## config.mk

```make
export PLATFORM = sky130hd
export DESIGN_NAME = rank_pdn_ctrl
export DESIGN_NICKNAME = d
export VERILOG_FILES = /design/src/rtl/rank_pdn_ctrl.sv
export SDC_FILE = /design/constraint.sdc
export NUM_CORES = 1
export LEC_CHECK = 0
export BUFFER_PORTS_ARGS = -buffer_cell sky130_fd_sc_hd__buf_4
export CORE_ASPECT_RATIO = 1.4
export CORE_MARGIN = 2
export CORE_UTILIZATION = 29
export CTS_BUF_LIST = sky130_fd_sc_hd__clkbuf_8
export DETAILED_ROUTE_END_ITERATION = 8
export PLACE_DENSITY = 0.62
export SYNTH_ARGS = -nofsm -noshare
export SYNTH_HDL_FRONTEND = slang
export SYNTH_SLANG_ARGS = --single-unit
```

## constraint.sdc

```tcl
create_clock -name clk -period 2.54 [get_ports clk]
set_clock_uncertainty 0.15 [all_clocks]
set_input_delay 0.508 -clock clk [delete_from_list [all_inputs] [get_ports clk]]
set_output_delay 0.508 -clock clk [all_outputs]
set_load 0.03 [all_outputs]
```

## src/rtl/rank_pdn_ctrl.sv

```systemverilog
module rank_pdn_ctrl #(
  parameter int NUM_RANKS = 4
) (
  input  logic                 clk,
  input  logic                 rst_n,
  input  logic                 cfg_wr_en,
  input  logic [31:0]          cfg_wdata,
  input  logic                 cfg_lock,
  output logic [31:0]          cfg_rdata,
  input  logic [NUM_RANKS-1:0] rank_cmd,
  input  logic [NUM_RANKS-1:0] rank_bank_open,
  output logic [NUM_RANKS-1:0] cke_low_req,
  output logic [NUM_RANKS-1:0] dll_off_req,
  output logic [NUM_RANKS-1:0] pdn_active
);
  localparam int THR_W  = 8;
  localparam int MODE_W = 4;
  localparam int CFG_W  = THR_W + MODE_W + 1;

  logic [CFG_W-1:0] cfg_q;
  logic [THR_W-1:0] thr;
  logic [MODE_W-1:0] mode;
  logic glob;

  assign thr  = cfg_q[THR_W-1:0];
  assign mode = cfg_q[THR_W +: MODE_W];
  assign glob = cfg_q[CFG_W-1];
  assign cfg_rdata = {{(32-CFG_W){1'b0}}, cfg_q};

  always_ff @(posedge clk or negedge rst_n)
    if (!rst_n)                       cfg_q <= '0;
    else if (cfg_wr_en && !cfg_lock)  cfg_q <= cfg_wdata[CFG_W-1:0];

  logic apd_en, ppd_en, dll_mode, thr_ok;
  assign apd_en   = (mode == 4'd1) || (mode == 4'd3) || (mode == 4'd7);
  assign ppd_en   = (mode == 4'd2) || (mode == 4'd3) || (mode == 4'd6) || (mode == 4'd7);
  assign dll_mode = (mode == 4'd6) || (mode == 4'd7);
  assign thr_ok   = (thr != '0);

  logic [THR_W-1:0] g_cnt;
  logic g_ok, g_req;

  always_ff @(posedge clk or negedge rst_n)
    if (!rst_n)          g_cnt <= '0;
    else if (|rank_cmd)  g_cnt <= '0;
    else if (g_cnt < thr) g_cnt <= g_cnt + 1'b1;

  assign g_ok  = (!(|rank_bank_open) || apd_en) && ((&rank_bank_open) || ppd_en);
  assign g_req = thr_ok && g_ok && !(|rank_cmd) && (g_cnt >= thr);

  for (genvar r = 0; r < NUM_RANKS; r++) begin : g_rank
    logic [THR_W-1:0] cnt;
    logic mode_ok, r_req;

    always_ff @(posedge clk or negedge rst_n)
      if (!rst_n)           cnt <= '0;
      else if (rank_cmd[r]) cnt <= '0;
      else if (cnt < thr)   cnt <= cnt + 1'b1;

    assign mode_ok = rank_bank_open[r] ? apd_en : ppd_en;
    assign r_req   = thr_ok && mode_ok && !rank_cmd[r] && (cnt >= thr);

    assign cke_low_req[r] = glob ? g_req : r_req;
    assign dll_off_req[r] = cke_low_req[r] && !rank_bank_open[r] && dll_mode;
    assign pdn_active[r]  = cke_low_req[r] && rank_bank_open[r];
  end

  a_r2_reserved_zero: assert property (@(posedge clk) disable iff (!rst_n)
    cfg_rdata[31:CFG_W] == '0);
  a_r3_lock_holds: assert property (@(posedge clk) disable iff (!rst_n)
    cfg_lock |=> $stable(cfg_rdata));
  a_r5_cmd_blocks_req: assert property (@(posedge clk) disable iff (!rst_n)
    (cke_low_req & rank_cmd) == '0);
  a_r5_req_after_idle: assert property (@(posedge clk) disable iff (!rst_n)
    1'b1 |=> ((cke_low_req & $past(rank_cmd)) == '0));
  a_r6_zero_thr_off: assert property (@(posedge clk) disable iff (!rst_n)
    (cfg_rdata[7:0] == 8'd0) |-> (cke_low_req == '0));
  a_r8_reserved_mode_off: assert property (@(posedge clk) disable iff (!rst_n)
    (cfg_rdata[11:8] inside {4'd0, 4'd4, 4'd5, [4'd8:4'd15]}) |-> (cke_low_req == '0));
  a_r9_global_together: assert property (@(posedge clk) disable iff (!rst_n)
    cfg_rdata[12] |-> ((cke_low_req == '0) || (&cke_low_req)));
  a_r10_dll_subset: assert property (@(posedge clk) disable iff (!rst_n)
    (dll_off_req & ~cke_low_req) == '0);
  a_r11_active_open: assert property (@(posedge clk) disable iff (!rst_n)
    (pdn_active & ~rank_bank_open) == '0);
endmodule

```

# After elaboration in Yosys (flattened, before gate mapping)
# Cells that the tools add are included.
dict set report op_classes {
  order_cmp 10
  n_reduce_logical 57
  eq_ne 5
  n_addsub 5
  muxes 18
  n_div 0
  n_mul 0
  n_shift 0
  bitwise 0
}
# op n
set ops {}
lappend ops {{8-bit two-way mux} 10}
lappend ops {{8-bit by 1-bit adder with 8-bit output, second input constant} 5}
lappend ops {{8-bit greater-or-equal comparator} 5}
lappend ops {{8-bit < comparator} 5}
lappend ops {{1-bit logical AND} 29}
lappend ops {{1-bit logical NOT} 11}
lappend ops {{2-bit nonzero test} 5}
lappend ops {{4-bit by 2-bit == test with 1-bit output, second input constant} 2}
lappend ops {{4-bit by 3-bit == test with 1-bit output, second input constant} 2}
lappend ops {{1-bit logical OR} 8}
lappend ops {{1-bit two-way mux} 8}
lappend ops {{8-bit nonzero test} 1}
lappend ops {{4-bit OR reduction} 2}
lappend ops {{4-bit by 1-bit == test with 1-bit output, second input constant} 1}
lappend ops {{4-bit AND reduction} 1}
dict set report word_totals {
  ram_bits 0
  reg_bits 53
  rom_bits 0
  output_inout_bits 44
  in_bits 44
  latchBits 0
  wordCells 101
  memories 0
}

# Depth between registers and ports, before layout
dict set report logic_depth {
  word_depth 12
  depth_mapped 8
  ltp_nobuf 7
}

# Worst setup path after synthesis
# No wires, ideal clock.
dict set report synth_path {
  path_type {register to output}
  start {register cfg_q[7]}
  end {output port dll_off_req[1]}
  setup_slack_ps -1035
  arrival_ps 2917
  stages_incl_launch_ff 8
  n_path_buf 0
  path_cell_list {dfrtp_1 > inv_1 > ha_1 > nand4_1 > a31oi_4 > or2_2 > o2111ai_1 > a2111oi_1}
}
dict set report synth_via {
  elab_chain_len 7
  word_cells_on_any_way 12
  classes_between {order compare (2); mux (1); reduce/logical (9)}
}
# element line
set synth_rtl {}
lappend synth_rtl {{from (decl)} 20} ;# logic [CFG_W-1:0] cfg_q;
lappend synth_rtl {{from (signal assigned)} 32} ;# else if (cfg_wr_en && !cfg_lock) cfg_q <= cfg_wdata[CFG_W-1:0];
lappend synth_rtl {{parallel branches: the longest is 4 deep, another holds 8-bit greater-or-equal comparator} --}
lappend synth_rtl {{1-bit two-way mux *} 63} ;# assign cke_low_req[r] = glob ? g_req : r_req;
lappend synth_rtl {{1-bit logical AND * (2 in series)} 64} ;# assign dll_off_req[r] = cke_low_req[r] && !rank_bank_open[r] && dll_mode;
lappend synth_rtl {{to (decl)} 13} ;# output logic [NUM_RANKS-1:0] dll_off_req,
# Mark *: on every way between the ends.

# Worst setup path after layout
dict set report layout_path {
  start {register cfg_q[2]}
  end {output port dll_off_req[3]}
}
# The elaborated chain is that of the path after synthesis.

==> impl_results.md <==
* Classification of the worst-slack hold path: in2async
* Drt first pass iters at 4
* Crit-path max FO at 5
* Number of enable flip-flop cells after synthesis at 0
* Commonest cells post-synth: dfrtp_1 (53), ha_1 (45), nor2_1 (38), nand2_1 (31), a21oi_1 (30)
* Remaining antenna violation count at 0
* Fin crit share at 123%
* Number of buffer cells added on primary ports at 49
* Via count of the first global-routing pass at 3,834
* Detailed Route Iter0 Violations at 106
* DR WL/cell at 15.4 µm
* Hold slack at 0.0790 ns
* Synthesis Warnings at 0
* Most area-consuming cells after synthesis: dfrtp_1 (34%), ha_1 (15%), xnor2_1 (5.9%)
* Share of async-settable or async-resettable flops after synthesis at 100%
* Initial core utilization at 29.8%
* Failing checks: negative setup slack
* Transition at the pin with the smallest max-transition slack at 0.725 ns
* CTS Root Cell: clkbuf_8
* Die Span Y at 140 µm
* Clock sink count at 53
* Worst setup SP type: register
* Number of clock buffers inserted by TritonCTS at 5
* Average cell area after synthesis at 9.23 µm²
* Design area at 0.00592 mm²
* Aggregate routed wire length at 11,600 µm
* Flop-to-flop setup slack at -0.10 ns
* Post-detailed-route via-to-cell ratio at 4.88
* Net count of the finished layout at 664
* Count of endpoints failing setup in the final report at 13
* Arrival time of the worst setup path at 2.47 ns
* Overall overflow remaining after global route at 0
* Clk_lat worst skew at 0.32 ns
* Final hold violations at 0
* CTS Buffer Depth at 2
* Post-synthesis cell count at 418
* Result of the run: finished with violations
* Top-count cell post-synth: dfrtp_1
* Post-route setup slack at -0.584 ns
* Wire length of the first global-routing pass at 18,700 µm
* Classification of the worst setup path: reg2out
* Clock slew at the register clock pins of the worst setup and hold paths at 0.11 ns
* Overall power after layout at 0.00276 W
* Area growth from synthesis to final layout at 53.5%
* Number of different library cells in the post-synthesis netlist at 52
* CTS tree: done
* Normalized max-slew margin at 51.6%
* Post-synthesis instance area at 0.00386 mm²
* Initial antenna violation count at 0
* LEAKAGE at 2.55 nW
* Post-synth top flop: dfrtp_1
* Post-placement setup slack at -0.346 ns
* Post-layout minimum cycle time at 3.12 ns
* Final HPWL DP at 8560 µm
* Chip width at 101 µm
* I/O Pins at 88
* Fmax at 320 MHz
* H-tree depth at 2
* Final slew viol count at 0
* Placed cell areas at 0.00529 mm²
* Core region area at 0.0129 mm²
* Yosys reg bits at 53
* Pin count of the biggest net entering global routing at 54
* Critical Path RT at 1.88 ns
* Total vias in the final route at 3,676
* Worst vdd ir at 0.497 mV
* Sequential element share of the synthesized area at 34.4%
* Routability congestion estimate at 0.829
* Antenna diode count at 0
* Filler cell count at 1,210
* DRC violation count after routing at 0
* Total global routing track utilization at 16.7%
* Full die area at 0.0142 mm²
* Share of final-layout standard cells stronger than drive strength 1 at 43.8%
* # Max-Cap Violations at 0
* Number of placement rows at 49
* Area share of the largest cell type after synthesis at 34.4%
* Most area-hungry cell type in the Yosys netlist: dfrtp_1
* Power per unit of standard cell area at 467 mW/mm²
* Critical path capture point type: primary output
* RSZ-0062 raised after global routing: true
==> placed cells by master (no fill, tap or decap), types with 6 or more instances in the layout <==
cell and count:
o21ai_0 16, dfrtp_2 8, nand3_1 23, nand2_1 28, nor3_1 8, a21oi_2 6, nor2_1 35, nand4_1 13
conb_1 19, a21oi_1 23, buf_6 8, a2111oi_4 7, nor4_1 6, xnor2_1 26, ha_1 25, dfrtp_1 45
or4_1 6, ha_4 20, buf_4 148, inv_1 12
==> metrics by stage <==
stage	setup TNS, ns	cells	util, %
after global placement	-2.49	733	40.9
after floorplan	-2.77	436	-
after global routing	-7.42	754	45.7
after CTS	-5.74	750	44.8
final	-5.86	754	45.7
after detailed placement	-2.98	733	40.9
==> path summary, 6_finish.rpt <==
| path | startpoint | end | cells after the start |
|---|---|---|---|
| hold / removal | rst_n | g_rank[1].cnt[7] | 1 |
| setup reg to reg | cfg_q[2] | g_rank[3].cnt[6] | 11 |
| setup / recovery | cfg_q[2] | dll_off_req[3] | 8 |
| hold reg to reg | g_cnt[0] | g_cnt[0] | 3 |
| min in group clk | cfg_wdata[1] | cfg_q[1] | 3 |
| max in group asynchronous | rst_n | cfg_q[0] | 1 |
==> power breakdown <==
group	switching [W]	internal, W	leakage, nW
registers	0.0000609	0.000904	0.698
logic	0.000583	0.000497	1.78
clock network	0.000324	0.000392	0.0681
==> metal layers <==
layer	vias up	share of wire [%]	GRT usage [%]
met2	86	52	29.4
met3	19	3.2	2.10
met1	1759	42	20.5
li1	1812	-	-
met4	0	2.3	6.54
met5	-	0	0
==> state kept, by name, summed over array words and instances, names as in the netlist <==
register / cells
cfg_q: 13
g_cnt: 8
g_rank.cnt: 32
==> worst max-delay path, cell delays in order (launching register included) <==
cell and delay (ns):
dfrtp_2 0.43, inv_6 0.07, buf_12 0.13, ha_4 0.27, nand3_1 0.13, o221ai_2 0.29
o2111ai_4 0.17, a2111oi_4 0.42, buf_4 0.23
==> cell families (layout without fill, tap and decap cells) <==
group                      count (synthesis)  in the layout  synth area share [%]
and+or+nand+nor                          148            148                  19.4
muxes                                      7              7                  1.95
xor gates and xnor gates                  26             26                  5.91
other                                      1             19                0.0972
buffers and inverters                     49            189                  6.91
AOI/OAI and AO/OA                         89             89                  16.8
adders and majority gates                 45             45                  14.6
DFF                                       53             53                  34.4
==> area by class of cell <==
| class | instances | area (µm²) | share of cell area (%) |
|---|---|---|---|
| clock buffer | 5 | 68.8 | 1.16 |
| clock inverter | 3 | 65.1 | 1.10 |
| inverter | 20 | 103 | 1.73 |
| multi-input combinational | 334 | 2820 | 47.7 |
| sequential | 53 | 1340 | 22.6 |
| tap | 178 | 223 | 3.76 |
| timing repair buffer | 161 | 1300 | 22.0 |
==> what timing repair did <==
action / CTS / global route
resized for setup: 52 / 13
pin swaps: 13 / 5
setup endpoints to repair: 14 / 15
buffers inserted: 9 / 4
hold buffers: 0 / 0
No activity file was read; power rests on OpenSTA's default activity.
